[src/rtl/rvj_pkg.sv]
package rvj_pkg;
  localparam logic [6:0] OPC_JAL  = 7'b1101111;
  localparam logic [6:0] OPC_JALR = 7'b1100111;
  localparam logic [2:0] F3_JALR  = 3'b000;
  localparam int unsigned INSN_W  = 32;

  typedef enum logic [1:0] {
    JK_NONE = 2'd0,
    JK_JAL  = 2'd1,
    JK_JALR = 2'd2
  } jkind_t;
endpackage

[src/rtl/rvj_decode.sv]
module rvj_decode
  import rvj_pkg::*;
(
  input  logic [INSN_W-1:0] instr,
  output jkind_t            kind
);
  logic [6:0] opc;
  logic [2:0] f3;

  assign opc = instr[6:0];
  assign f3  = instr[14:12];

  always_comb begin
    kind = JK_NONE;
    if (opc == OPC_JAL)
      kind = JK_JAL;
    else if (opc == OPC_JALR && f3 == F3_JALR)
      kind = JK_JALR;
  end
endmodule

[src/rtl/rvj_imm.sv]
module rvj_imm
  import rvj_pkg::*;
#(
  parameter int unsigned XLEN = 32
) (
  input  logic [INSN_W-1:0] instr,
  input  jkind_t            kind,
  output logic [XLEN-1:0]   imm
);
  localparam int unsigned JBITS = 21;
  localparam int unsigned IBITS = 12;
  localparam int unsigned JEXT  = XLEN - JBITS;
  localparam int unsigned IEXT  = XLEN - IBITS;

  logic [JBITS-1:0] j_raw;
  logic [IBITS-1:0] i_raw;
  logic [XLEN-1:0]  j_ext;
  logic [XLEN-1:0]  i_ext;

  // Reassemble the shuffled jump offset; bit 0 is implicit zero.
  assign j_raw = {instr[31], instr[19:12], instr[20], instr[30:21], 1'b0};
  assign i_raw = instr[31:20];

  assign j_ext = {{JEXT{j_raw[JBITS-1]}}, j_raw};
  assign i_ext = {{IEXT{i_raw[IBITS-1]}}, i_raw};

  always_comb begin
    unique case (kind)
      JK_JAL:  imm = j_ext;
      JK_JALR: imm = i_ext;
      default: imm = '0;
    endcase
  end
endmodule

[src/rtl/rvj_target.sv]
module rvj_target
  import rvj_pkg::*;
#(
  parameter int unsigned XLEN = 32
) (
  input  jkind_t          kind,
  input  logic [XLEN-1:0] pc,
  input  logic [XLEN-1:0] rs1,
  input  logic [XLEN-1:0] imm,
  output logic [XLEN-1:0] target,
  output logic [XLEN-1:0] link
);
  localparam logic [XLEN-1:0] STEP = XLEN'(4);

  logic [XLEN-1:0] base;
  logic [XLEN-1:0] sum;

  assign base = (kind == JK_JALR) ? rs1 : pc;
  assign sum  = base + imm;
  // Register-indirect form drops bit 0 of the sum.
  assign target = {sum[XLEN-1:1], (kind == JK_JALR) ? 1'b0 : sum[0]};
  assign link   = pc + STEP;
endmodule

[src/rtl/rvj_jump_unit.sv]
module rvj_jump_unit
  import rvj_pkg::*;
#(
  parameter int unsigned XLEN = 32
) (
  input  logic            clk,
  input  logic            rst,
  input  logic [XLEN-1:0] pc_i,
  input  logic [31:0]     instr_i,
  input  logic [XLEN-1:0] rs1_i,
  output logic            jump_o,
  output logic [XLEN-1:0] target_o,
  output logic [XLEN-1:0] link_o,
  output logic            misalign_o
);
  localparam logic [XLEN-1:0] STEP = XLEN'(4);

  jkind_t          kind_d, kind_q;
  logic [XLEN-1:0] imm_d, tgt_d, lnk_d;
  logic            hit_d;

  rvj_decode u_dec (
    .instr (instr_i),
    .kind  (kind_d)
  );

  rvj_imm #(.XLEN(XLEN)) u_imm (
    .instr (instr_i),
    .kind  (kind_d),
    .imm   (imm_d)
  );

  rvj_target #(.XLEN(XLEN)) u_tgt (
    .kind   (kind_d),
    .pc     (pc_i),
    .rs1    (rs1_i),
    .imm    (imm_d),
    .target (tgt_d),
    .link   (lnk_d)
  );

  assign hit_d = (kind_d != JK_NONE);

  always_ff @(posedge clk) begin
    if (rst) begin
      kind_q     <= JK_NONE;
      jump_o     <= 1'b0;
      target_o   <= '0;
      link_o     <= '0;
      misalign_o <= 1'b0;
    end else begin
      kind_q     <= kind_d;
      jump_o     <= hit_d;
      target_o   <= hit_d ? tgt_d : '0;
      link_o     <= hit_d ? lnk_d : '0;
      misalign_o <= hit_d & tgt_d[1];
    end
  end

  p_reset_clear_r1: assert property (@(posedge clk)
    rst |=> (!jump_o && target_o == '0 && link_o == '0 && !misalign_o));

  p_quiet_r3: assert property (@(posedge clk) disable iff (rst)
    !jump_o |-> (target_o == '0 && link_o == '0 && !misalign_o));

  p_jal_lsb_r4: assert property (@(posedge clk) disable iff (rst)
    (jump_o && kind_q == JK_JAL) |-> (target_o[0] == $past(pc_i[0])));

  p_jalr_lsb_r5: assert property (@(posedge clk) disable iff (rst)
    (jump_o && kind_q == JK_JALR) |-> !target_o[0]);

  p_link_r6: assert property (@(posedge clk) disable iff (rst)
    jump_o |-> (link_o == $past(pc_i) + STEP));

  p_misalign_r7: assert property (@(posedge clk) disable iff (rst)
    misalign_o |-> (jump_o && target_o[1]));
endmodule

[config.mk]
export PLATFORM = sky130hd
export DESIGN_NAME = rvj_jump_unit
export DESIGN_NICKNAME = d
export VERILOG_FILES = /design/src/rtl/rvj_pkg.sv /design/src/rtl/rvj_decode.sv /design/src/rtl/rvj_imm.sv /design/src/rtl/rvj_target.sv /design/src/rtl/rvj_jump_unit.sv
export SDC_FILE = /design/constraint.sdc
export NUM_CORES = 1
export LEC_CHECK = 0
export BUFFER_PORTS_ARGS = -buffer_cell sky130_fd_sc_hd__buf_2
export CORE_ASPECT_RATIO = 1.4
export CORE_UTILIZATION = 45
export CTS_CLUSTER_SIZE = 28
export DETAILED_ROUTE_END_ITERATION = 10
export PLACE_DENSITY_LB_ADDON = 0.3
export SLEW_MARGIN = 15
export SYNTH_ARGS = -nofsm -noshare
export SYNTH_HDL_FRONTEND = slang
export SYNTH_SLANG_ARGS = --single-unit
[constraint.sdc]
create_clock -name clk -period 6.1 [get_ports clk]
set_input_delay 1.525 -clock clk [delete_from_list [all_inputs] [get_ports clk]]
set_output_delay 1.525 -clock clk [all_outputs]
set_load 0.01 [all_outputs]
==> Yosys cells after proc, flatten, opt, wreduce, memory -nomap -nowiden <==
Cells that the tools add are included.
{ "word_totals": {"reg_bits": 66, "out_inout_bits": 66, "wordCells": 22} }
{ "op_classes": {"n_addsub": 2, "eq_ne": 4, "mux": 4, "n_bitwise": 2, "n_reduce_logical": 5} }
{ "op_table": {"columns": ["op", "n"], "rows": [
  ["$pmux W32 S2", 1],
  ["$add A32 B3 Y32 const B", 1],
  ["$add A32 B32 Y32", 1],
  ["$mux W32", 1],
  ["$eq A7 B7 Y1 const B", 2],
  ["$mux W2", 2],
  ["$logic_not A3 Y1", 1],
  ["$reduce_or A3 Y1", 1],
  ["$eq A2 B1 Y1 const B", 1],
  ["$eq A2 B2 Y1 const B", 1],
  ["$reduce_bool A2 Y1", 1],
  ["$reduce_or A2 Y1", 1],
  ["$and A1 B1 Y1", 1],
  ["$logic_and A1 B1 Y1", 1],
  ["$not A1 Y1", 1]
]} }

==> Logic depth before layout (Yosys ltp) <==
Gate-level depths: netlist of the first run.
{ "logic_depth": {"word_depth": 8, "ltp_mapped": 18, "mapped_depth_nobuf": 15} }

==> Cells and area by module <==
From an unflattened synthesis of the first run, not the netlist that was laid out.
{ "unflattened": {"hier_cells": 559, "area_unflattened_um2": 4937.2} }
{ "modules_own_cells": {"columns": ["mod", "n_inst", "cells_each", "area_each_um2"], "rows": [
  ["rvj_target", 1, 364, 2746.4],
  ["rvj_jump_unit", 1, 139, 1803.0],
  ["rvj_imm", 1, 50, 349.1],
  ["rvj_decode", 1, 6, 38.8]
]} }

==> Least setup slack after synthesis of the first run <==
Ideal clock, no wire load.
{ "synth_timing": {"path_type": "input to register", "startpoint": "input instr_i[5]", "endpoint": "register target_o[30]", "setup_time_ps": 128, "arrival_ps": 4901, "t_required_ps": 5972, "path_slack_ps": 1072, "stages": 16, "path_cell_list": "nand4_1 nor3b_1 and3b_1 buf_2 buf_1 mux2_2 fa_1 a21oi_1 o211ai_1 a31o_2 a31o_2 a21oi_1 o221a_2 o21ai_0 xnor2_1 nor2_1"} }
{ "synth_between": {"elab_chain_len": 7, "elab_cells_between_ends": 13, "classes_between": "add/sub: 1; eq/ne: 4; mux: 4; bitwise: 1; reduce/logical: 3"} }
{ "synth_rtl": {"columns": ["item", "line", "source"], "rows": [
  ["from (decl)", "rvj_jump_unit.sv:9", "input logic [31:0] instr_i,"],
  ["$eq A7 B7 Y1", "rvj_decode.sv:17", "else if (opc == OPC_JALR && f3 == F3_JALR)"],
  ["$logic_and A1 B1 Y1", "rvj_decode.sv:17", null],
  ["$mux W2", "rvj_decode.sv:17", null],
  ["$mux W2 *", "rvj_decode.sv:15", "if (opc == OPC_JAL)"],
  ["$eq A2 B2 Y1 (tied with other cells)", "rvj_imm.sv:28, rvj_target.sv:18", null],
  ["$pmux W32 S2 (tied with other cells)", "rvj_imm.sv:28", "unique case (kind)"],
  ["$add A32 B32 Y32 or $reduce_or A2 Y1 (tied branches)", null, null],
  ["to (signal assigned)", "rvj_jump_unit.sv:54", "target_o <= hit_d ? tgt_d : '0;"],
  ["to (decl)", "rvj_jump_unit.sv:12", "output logic [XLEN-1:0] target_o,"]
]} }
Every way passes the cells marked *; elsewhere a longest branch is shown, timed or not.
A chain may end at the register's enable or synchronous reset.

==> Final worst setup path of the first run <==
{ "layout_timing": {"startpoint": "input instr_i[5]", "endpoint": "register target_o[24]"} }
The elaborated chain is that of the path after synthesis.

==> impl_metrics.py, run 1 <==
metrics = {
    "run_status": {
        "run_status": "finished with violations",
        "violations": "DRC",
    },
    "routing": {
        "wl_met2_um": 6140,
        "dr_wl_met3_um": 895,
        "antenna_left": 0,
        "drc_errors": 16,
        "drt-total-wl_um": 12100,
        "dr.pass1.iters": 8,
        "wire_per_inst_um": 15.5,
        "viasPerCell": 5.35,
        "vias": 4150,
        "drt_iter0_drc": 183,
        "top_layer_used": "met4",
        "wl_met1_um": 4640,
    },
    "layout": {
        "fill_cells": 827,
        "multi_input_area_um2": 2850,
        "regArea_um2": 1320,
        "final_layout_size_suffix_gt1_share_pct": 32.9,
        "design_area_um2": 5450,
        "fin_nets": 795,
        "n_antenna_cell": 0,
        "areaGrowthSynthToFinish_pct": 27.1,
    },
    "placed_design": {
        "finalWeightedCongestion": 0.906,
        "dp_hpwl_um": 9600,
        "postPlaceCellArea_um2": 5150,
        "io_buffers": 158,
    },
    "synthesis": {
        "synth_area_um2": 4290,
        "yosysWarnings": 0,
        "ys_seq_area_share_pct": 30.8,
        "synth_cells": 512,
        "synth_async_sr_flop_share_pct": 0,
        "synth_cell_types": 52,
        "synth_top_area_share_pct": 30.8,
        "synth_most_common_cell": "nor2_1",
        "synth_seq_cells": 66,
        "avgSynthCellArea_um2": 8.38,
        "synth_flop_cell": "dfxtp_1",
        "yosys-top-cells-area": "dfxtp_1 (31%), ha_1 (9.3%), mux2_2 (7.4%), nor2_1 (6.3%), xnor2_1 (5.5%)",
        "synth-edff-count": 0,
        "yosysTopAreaCell": "dfxtp_1",
        "syn_nets": 643,
        "synth_commonest_cells": "nor2_1 (72), dfxtp_1 (66), nand2_1 (48)",
    },
    "power": {
        "sw_frac_of_total_pct": 24.4,
        "ir_drop_mv": 0.147,
        "power_density_nw_per_um2": 198,
        "p_comb_share_pct": 11.3,
        "leakage_nw": 2.72,
        "p_switching_uw": 264,
        "seqPwrFrac_pct": 40.0,
        "intPower_uw": 816,
        "clkPwrFrac_pct": 48.6,
    },
    "sta": {
        "post-route-period-util_pct": 83.3,
        "fmax_mhz": 197,
        "slew_headroom_pct": 58.3,
        "finalCriticalPeriod_ns": 5.08,
        "finalMaxSlewViolations": 0,
        "tightest_slew_ns": 0.625,
        "hold_violations": 0,
        "setup_viol": 0,
        "hold_slack_ns": 1.42,
        "rsz0062_at_grt": "no",
        "fin_setup_tns_ns": 0,
    },
    "cts": {
        "post_cts_buffers": 0,
        "ctsHoldBuffers": 0,
        "clock-sinks": 66,
        "post_cts_resized": 0,
        "htreeDepth": 3,
        "clockBufferDepth": 2,
        "path_clk_slew_ns": 0.06,
        "cts_buffers": 9,
        "cts_tree": "done",
        "cts-root-buf": "clkbuf_16",
    },
    "floorplan": {
        "fp.dieW_um": 84.5,
        "fp.coreArea_um2": 9130,
        "dieArea_um2": 9930,
        "ios": 164,
        "rows": 41,
        "initial_core_util_pct": 47.0,
        "die_h_um": 118,
    },
    "worst_setup_path": {
        "cp_max_fo": 9,
        "cp_top_family": "compound AO/OA/AOI/OAI gates",
        "max_stage_delay_ns": 0.44,
        "slowest_stage": "fa_1",
        "cp-start-kind": "input port",
        "arrival_ns": 5.27,
        "crit_path_cell_trace": "buf_2 > nand4_1 > nor3b_1 > and3b_1 > buf_4 > mux2_2 > fa_1 > a21oi_1 > o211ai_1 > a31o_2 > a31o_2 > nand4b_1 > a21oi_1 > o21bai_1 > xnor2_1 > nor2_1",
        "setup.worst_path.class": "in -> reg",
        "timing.critical_path.to_type": "flip-flop",
        "critPathBufInv": 2,
        "critical_path_required_ns": 6.29,
    },
    "global_routing": {
        "grt_pass1_vias": 3961,
        "grt_use_total_pct": 24.1,
        "grt_pass1_wl_um": 18800,
        "overflow": 0,
        "antenna_found_initial": 0,
        "grt_max_degree": 61,
    },
    "worst_hold_path": {
        "min_path_type": "in -> reg",
    },
    "job": {
        "maxCapViolCount": 0,
    },
}
## logic make-up after synthesis
logic type               after synthesis  share of synthesized area [%]
multiplexers                          29                           7.58
XOR/XNOR                              53                           10.8
AO/OA/AOI/OAI                        102                           15.8
adder cells (fa/ha/maj)               33                           9.80
AND/OR/NAND/NOR                      200                           22.3
flip-flops                            66                           30.8
buffers and inverters                 29                           2.89
## through the flow
step                      worst slack, ns  total power, mW  utilization, %  std cells
final                                1.02             1.08            59.7        776
after global routing                0.737             1.12            59.7        776
after CTS                            1.04             1.09            59.7        776
after detailed placement            0.713            0.563            56.4        760
after global placement              0.712            0.561            56.4        760
after floorplan                      1.07            0.507               -        512
## final cells by class
type | count | share of cell area [%]
Timing Repair Buffer | 161 | 14.9
Tap cell | 107 | 2.46
Clock buffer | 10 | 4.38
Sequential cell | 66 | 24.2
Inverter | 9 | 0.620
Multi-Input combinational cell | 417 | 52.2
Clock inverter | 6 | 1.19
## layer usage
layer	up-vias	GRT usage, %
li1	2074	-
met1	1876	26.5
met2	176	43.4
met3	24	4.84
met4	0	12.1
met5	-	0
## placed cells by master, fill, tap and decap left out, types with 25 or more instances in the layout
cell type / instances
buf_2: 158
o21ai_0: 25
nor2_1: 72
xnor2_1: 27
mux2_2: 28
dfxtp_1: 66
xor2_1: 26
a21oi_1: 34
nand2_1: 48
ha_1: 32
## final timing paths
| path | from | endpoint | cells past startpoint | slack [ns] |
|---|---|---|---|---|
| setup / recovery | instr_i[5] | target_o[24] | 16 | 1.02 |
| hold / removal | pc_i[0] | link_o[0] | 2 | 1.42 |
## power by group through the flow
stage | logic [mW] | clock network, mW | registers [mW]
after global placement | 0.120 | 0 | 0.442
after floorplan | 0.0651 | 0 | 0.442
final | 0.122 | 0.525 | 0.432
after detailed placement | 0.121 | 0 | 0.442
after CTS | 0.122 | 0.533 | 0.432
after global routing | 0.134 | 0.551 | 0.432
## registers in the layout (all words and copies together), names as in the netlist
signal      flops
misalign_o      1
link_o         32
jump_o          1
target_o       32
No activity file was read; power rests on OpenSTA's default activity.
==> inputs of run 2 (changes only) <==
ABC_AREA = 1   (was default)
clock period = 4.4 ns   (was 6.1 ns; I/O delays follow)
==> run 2 against run 1 <==
Net effect:
- cell count grew 58%
- die area grew 24%
- via count grew 44%
- synthesized cell count grew 79%
- total power grew 48%
- sequential share of layout area shrank 4.2 points
- highest routed layer unchanged
- sequential power grew 39%
- final area grew 21%
- the flow now finishes without violations
==> impl_metrics.py, run 2 <==
metrics = {
    "run_status": {
        "run_status": "finished clean",
    },
    "cts": {
        "path_clk_slew_ns": 0.06,
        "cts-root-buf": "clkbuf_16",
        "post_cts_resized": 0,
        "htreeDepth": 3,
        "cts_tree": "done",
        "post_cts_buffers": 0,
        "ctsHoldBuffers": 0,
        "clock-sinks": 66,
        "cts_buffers": 9,
        "clockBufferDepth": 2,
    },
    "synthesis": {
        "synth_async_sr_flop_share_pct": 0,
        "synth_cells": 916,
        "ys_seq_area_share_pct": 24.7,
        "yosysTopAreaCell": "dfxtp_1",
        "yosys-top-cells-area": "dfxtp_1 (25%), nand2_1 (20%), inv_1 (12%), nor2_1 (9.1%), ha_1 (7.5%)",
        "synth_most_common_cell": "nand2_1",
        "synth_cell_types": 42,
        "synth_commonest_cells": "nand2_1 (286), inv_1 (169), nor2_1 (129)",
        "synth_top_area_share_pct": 24.7,
        "synth-edff-count": 0,
        "avgSynthCellArea_um2": 5.84,
        "yosysWarnings": 0,
        "synth_seq_cells": 66,
        "synth_area_um2": 5350,
        "syn_nets": 1047,
        "synth_flop_cell": "dfxtp_1",
    },
    "layout": {
        "design_area_um2": 6610,
        "areaGrowthSynthToFinish_pct": 23.5,
        "final_layout_size_suffix_gt1_share_pct": 20.0,
        "multi_input_area_um2": 3290,
        "final_cells": 1225,
        "layout.cells.most_common": "nand2_1",
        "fill_cells": 1160,
        "top_regs": "link_o: 32 flops, target_o: 32 flops",
        "layout_common_cells": "nand2_1 (286), inv_1 (169), buf_2 (158)",
        "regArea_um2": 1320,
        "fin_nets": 1206,
    },
    "placed_design": {
        "place_inst": 1208,
        "finalWeightedCongestion": 0.896,
        "postPlaceCellArea_um2": 6270,
        "dp_hpwl_um": 12600,
        "io_buffers": 158,
    },
    "power": {
        "power_density_nw_per_um2": 241,
        "leakage_nw": 3.98,
        "ir_drop_mv": 0.145,
    },
    "global_routing": {
        "grt_pass1_wl_um": 25200,
        "overflow": 0,
        "grt_use_total_pct": 26.5,
        "grt_max_degree": 38,
        "grt_pass1_vias": 5589,
        "antenna_found_initial": 1,
    },
    "worst_setup_path": {
        "cp-start-kind": "input port",
        "setup.worst_path.class": "in -> reg",
        "crit_top_cell": "nand2_1",
        "critical_path_required_ns": 4.64,
        "critPathBufInv": 2,
        "timing.critical_path.to_type": "flip-flop",
        "slowest_stage": "ha_1",
        "max_stage_delay_ns": 0.38,
        "cp_top_family": "simple AND/OR/NAND/NOR gates",
        "cp_max_fo": 37,
        "crit_path_cell_trace": "buf_2 > nand2_2 > nor2_2 > nand3_2 > buf_12 > mux2_2 > ha_1 > nand2_1 > nor2_1 > and2_1 > nand2_1 > nand2_1 > nand2_1 > a21oi_1 > nor2_1",
        "arrival_ns": 3.72,
    },
    "routing": {
        "dr.pass1.iters": 7,
        "wire_per_inst_um": 12.7,
        "drt-total-wl_um": 15600,
        "antenna_left": 0,
        "viasPerCell": 4.89,
        "vias": 5992,
        "drt_iter0_drc": 338,
        "drc_errors": 0,
    },
    "sta": {
        "finalMaxSlewViolations": 0,
        "finalCriticalPeriod_ns": 3.48,
        "rsz0062_at_grt": "no",
        "slew_headroom_pct": 65.0,
        "hold_slack_ns": 0.968,
        "tightest_slew_ns": 0.524,
        "hold_violations": 0,
        "setup_viol": 0,
        "fin_setup_tns_ns": 0,
        "fmax_mhz": 287,
        "post-route-period-util_pct": 79.1,
    },
    "floorplan": {
        "ios": 164,
        "fp.coreArea_um2": 11500,
        "fp.dieW_um": 94.2,
        "initial_core_util_pct": 46.7,
        "die_h_um": 131,
        "rows": 46,
        "dieArea_um2": 12300,
    },
    "job": {
        "maxCapViolCount": 0,
    },
    "worst_hold_path": {
        "min_path_type": "in -> reg",
    },
}
run 2: cell types whose count changed after synthesis, sizes merged, moves of 19 or more:
cell	before	now
inv	9	171
xor2	26	5
nand2	49	289
mux2	28	9
a21oi	34	79
and2	21	2
nor2	72	138
xnor2	27	2
nand3	18	42
run 2: cells by family after synthesis:
family,after synthesis,share of synthesized area (%)
compound gates,113,11.6
xor+xnor,7,1.15
buf+inv,187,13.8
flops,66,24.7
fa+ha+maj,33,7.86
mux,9,1.89
simple gates,501,39.0
run 2: per-layer routing:
metal  global-route usage (%)  wire length (um)
met5                        0                 0
met4                     17.4               875
met3                     3.65              1020
met2                     45.7              7330
met1                     30.4              6330
run 2: report_power, final:
part | internal, mW | total, mW | switching [mW]
sequential | 0.599 | 0.599 | 0.000289
clock | 0.512 | 0.799 | 0.286
combinational | 0.0739 | 0.196 | 0.122
total | 1.19 | 1.59 | 0.409
run 2: cell type report:
class                           count  share of cell area [%]
Multi-Input combinational cell    663                    49.8
Sequential cell                    66                    20.0
Timing Repair Buffer              162                    12.6
Inverter                          173                    9.85
Clock buffer                       10                    3.62
Tap cell                          144                    2.73
Clock inverter                      6                    1.36
Antenna cell                        1                  0.0379
run 2: worst paths after layout:
path | startpoint | to | slack (ns) | depth (start not counted)
setup / recovery | instr_i[1] | target_o[30] | 0.92 | 15
hold / removal | pc_i[2] | link_o[2] | 0.97 | 2
run 2: stage by stage:
step                      utilization (%)  worst slack (ns)  total power, mW
after detailed placement             54.8             0.568            0.806
after global routing                 57.7             0.564             1.65
after floorplan                         -              1.06            0.721
after CTS                            57.7             0.923             1.60
final                                57.7             0.919             1.59
after global placement               54.8             0.601            0.804
==> inputs of run 3 (changes only) <==
clock period = 3.2 ns   (was 4.4 ns; I/O delays follow)
==> run 3 against run 2 <==
Net effect:
- combinational power rose by 48%
- highest routed layer unchanged
- non-clock buffer count rose by 38
- count of clock-buffer cells in the layout fell by 1
- total power rose by 28%
- final area rose by 3.8%
- sequential power rose by 38%
- critical path type unchanged
- cell count rose by 3.1%
- first-iteration DRC count fell by 16%
- largest power group unchanged
- critical path depth rose by 6
==> impl_metrics.py, run 3 (synthesis results as in run 2) <==
metrics = {
    "cts": {
        "ctsHoldBuffers": 0,
        "clock-sinks": 66,
        "cts-root-buf": "clkbuf_16",
        "cts_tree": "done",
        "cts_buffers": 9,
        "clockBufferDepth": 2,
        "path_clk_slew_ns": 0.06,
        "htreeDepth": 3,
    },
    "worst_setup_path": {
        "crit_path_cell_trace": "buf_2 > inv_1 > nand2_1 > nor2_2 > nand3_2 > buf_4 > buf_4 > nor2_1 > a21oi_1 > ha_1 > nand2_1 > nor2_1 > nand2_1 > nand3_1 > nand2_1 > nand2_1 > nand2_1 > nand2_1 > nand2_1 > nand2_1 > nor2_1",
        "setup.worst_path.class": "in -> reg",
        "critPathBufInv": 4,
        "crit_top_cell": "nand2_1",
        "timing.critical_path.to_type": "flip-flop",
        "cp_top_family": "simple AND/OR/NAND/NOR gates",
        "cp_max_fo": 7,
        "cp-start-kind": "input port",
        "arrival_ns": 3.12,
        "max_stage_delay_ns": 0.35,
        "critical_path_required_ns": 3.43,
        "slowest_stage": "ha_1",
    },
    "floorplan": {
        "fp.coreArea_um2": 11500,
        "die_h_um": 131,
        "rows": 46,
        "fp.dieW_um": 94.2,
        "ios": 164,
        "dieArea_um2": 12300,
        "initial_core_util_pct": 46.7,
    },
    "sta": {
        "finalCriticalPeriod_ns": 2.89,
        "slew_headroom_pct": 62.9,
        "finalMaxSlewViolations": 0,
        "fin_setup_tns_ns": 0,
        "fmax_mhz": 346,
        "hold_slack_ns": 0.674,
        "post-route-period-util_pct": 90.4,
        "rsz0062_at_grt": "no",
        "hold_violations": 0,
        "tightest_slew_ns": 0.555,
        "setup_viol": 0,
    },
    "routing": {
        "dr_wl_met3_um": 856,
        "drt_iter0_drc": 285,
        "viasPerCell": 4.79,
        "wl_met2_um": 7480,
        "wl_met1_um": 6670,
        "antenna_left": 0,
        "vias": 6050,
        "top_layer_used": "met4",
        "drt-total-wl_um": 15700,
        "dr.pass1.iters": 5,
        "drc_errors": 0,
        "wire_per_inst_um": 12.4,
    },
    "placed_design": {
        "dp_hpwl_um": 12800,
        "io_buffers": 158,
        "finalWeightedCongestion": 0.918,
        "place_inst": 1246,
        "postPlaceCellArea_um2": 6570,
    },
    "layout": {
        "layout.cells.most_common": "nand2_1",
        "areaGrowthSynthToFinish_pct": 28.2,
        "top_regs": "link_o: 32 flops, target_o: 32 flops",
        "design_area_um2": 6860,
        "utilization_pct": 59.9,
        "layout_common_cells": "nand2_1 (286), inv_1 (169), buf_2 (158)",
        "final_cells": 1263,
        "final_layout_size_suffix_gt1_share_pct": 22.9,
        "fin_nets": 1244,
        "fill_cells": 1181,
    },
    "power": {
        "leakage_nw": 4.14,
        "ir_drop_mv": 0.206,
        "power_density_nw_per_um2": 297,
    },
    "global_routing": {
        "grt_max_degree": 38,
        "antenna_found_initial": 1,
        "grt_use_total_pct": 26.6,
        "overflow": 0,
        "grt_pass1_wl_um": 25400,
        "grt_pass1_vias": 5599,
    },
    "worst_hold_path": {
        "min_to": "link_o[2]",
        "hp-start": "pc_i[2]",
        "min_path_type": "in -> reg",
        "hold_depth": 2,
    },
    "run_status": {
        "run_status": "finished clean",
    },
    "job": {
        "maxCapViolCount": 0,
    },
}
run 3: where the power goes:
part	switching (mW)	internal, mW	leakage, nW
registers	0.000377	0.823	0.531
logic	0.173	0.117	3.48
clock network	0.396	0.529	0.132
total	0.569	1.47	4.14
run 3: stage by stage:
stage | power (mW) | worst slack (ns)
final | 2.04 | 0.308
after global routing | 2.12 | 0.0198
after CTS | 2.05 | 0.253
after detailed placement | 1.13 | -0.0768
after global placement | 1.13 | -0.0571
after floorplan | 0.992 | 0.161
run 3: metal layers:
layer	global-route usage (%)	vias to the layer above
met2	46.2	199
li1	-	3230
met3	3.94	43
met4	15.2	0
met5	0	-
met1	30.9	2578
run 3: worst max path at each step:
stage	startpoint	to	slack, ns	cells past startpoint
CTS	instr_i[3]	target_o[24]	0.25	19
floorplan	instr_i[1]	target_o[16]	0.16	15
finish	instr_i[3]	target_o[29]	0.31	21
global placement	instr_i[3]	target_o[24]	-0.06	19
global route	instr_i[3]	target_o[26]	0.02	20
detailed placement	instr_i[3]	target_o[24]	-0.08	19
run 3: area by class of cell:
cell class	instances	area, um^2	area share (%)
flip-flops and latches	66	1320	19.3
multi-input cells	663	3290	48.0
diodes	1	2.50	0.0365
clock inverters	7	55.1	0.802
inverters	173	651	9.48
clock buffers	9	225	3.28
repair buffers	200	1130	16.5
well taps	144	180	2.63
run 3: what timing repair did:
item / CTS / global route
endpoints found under the setup margin: 0 / 2
buffers inserted: 0 / 0
gates resized for setup: 0 / 2
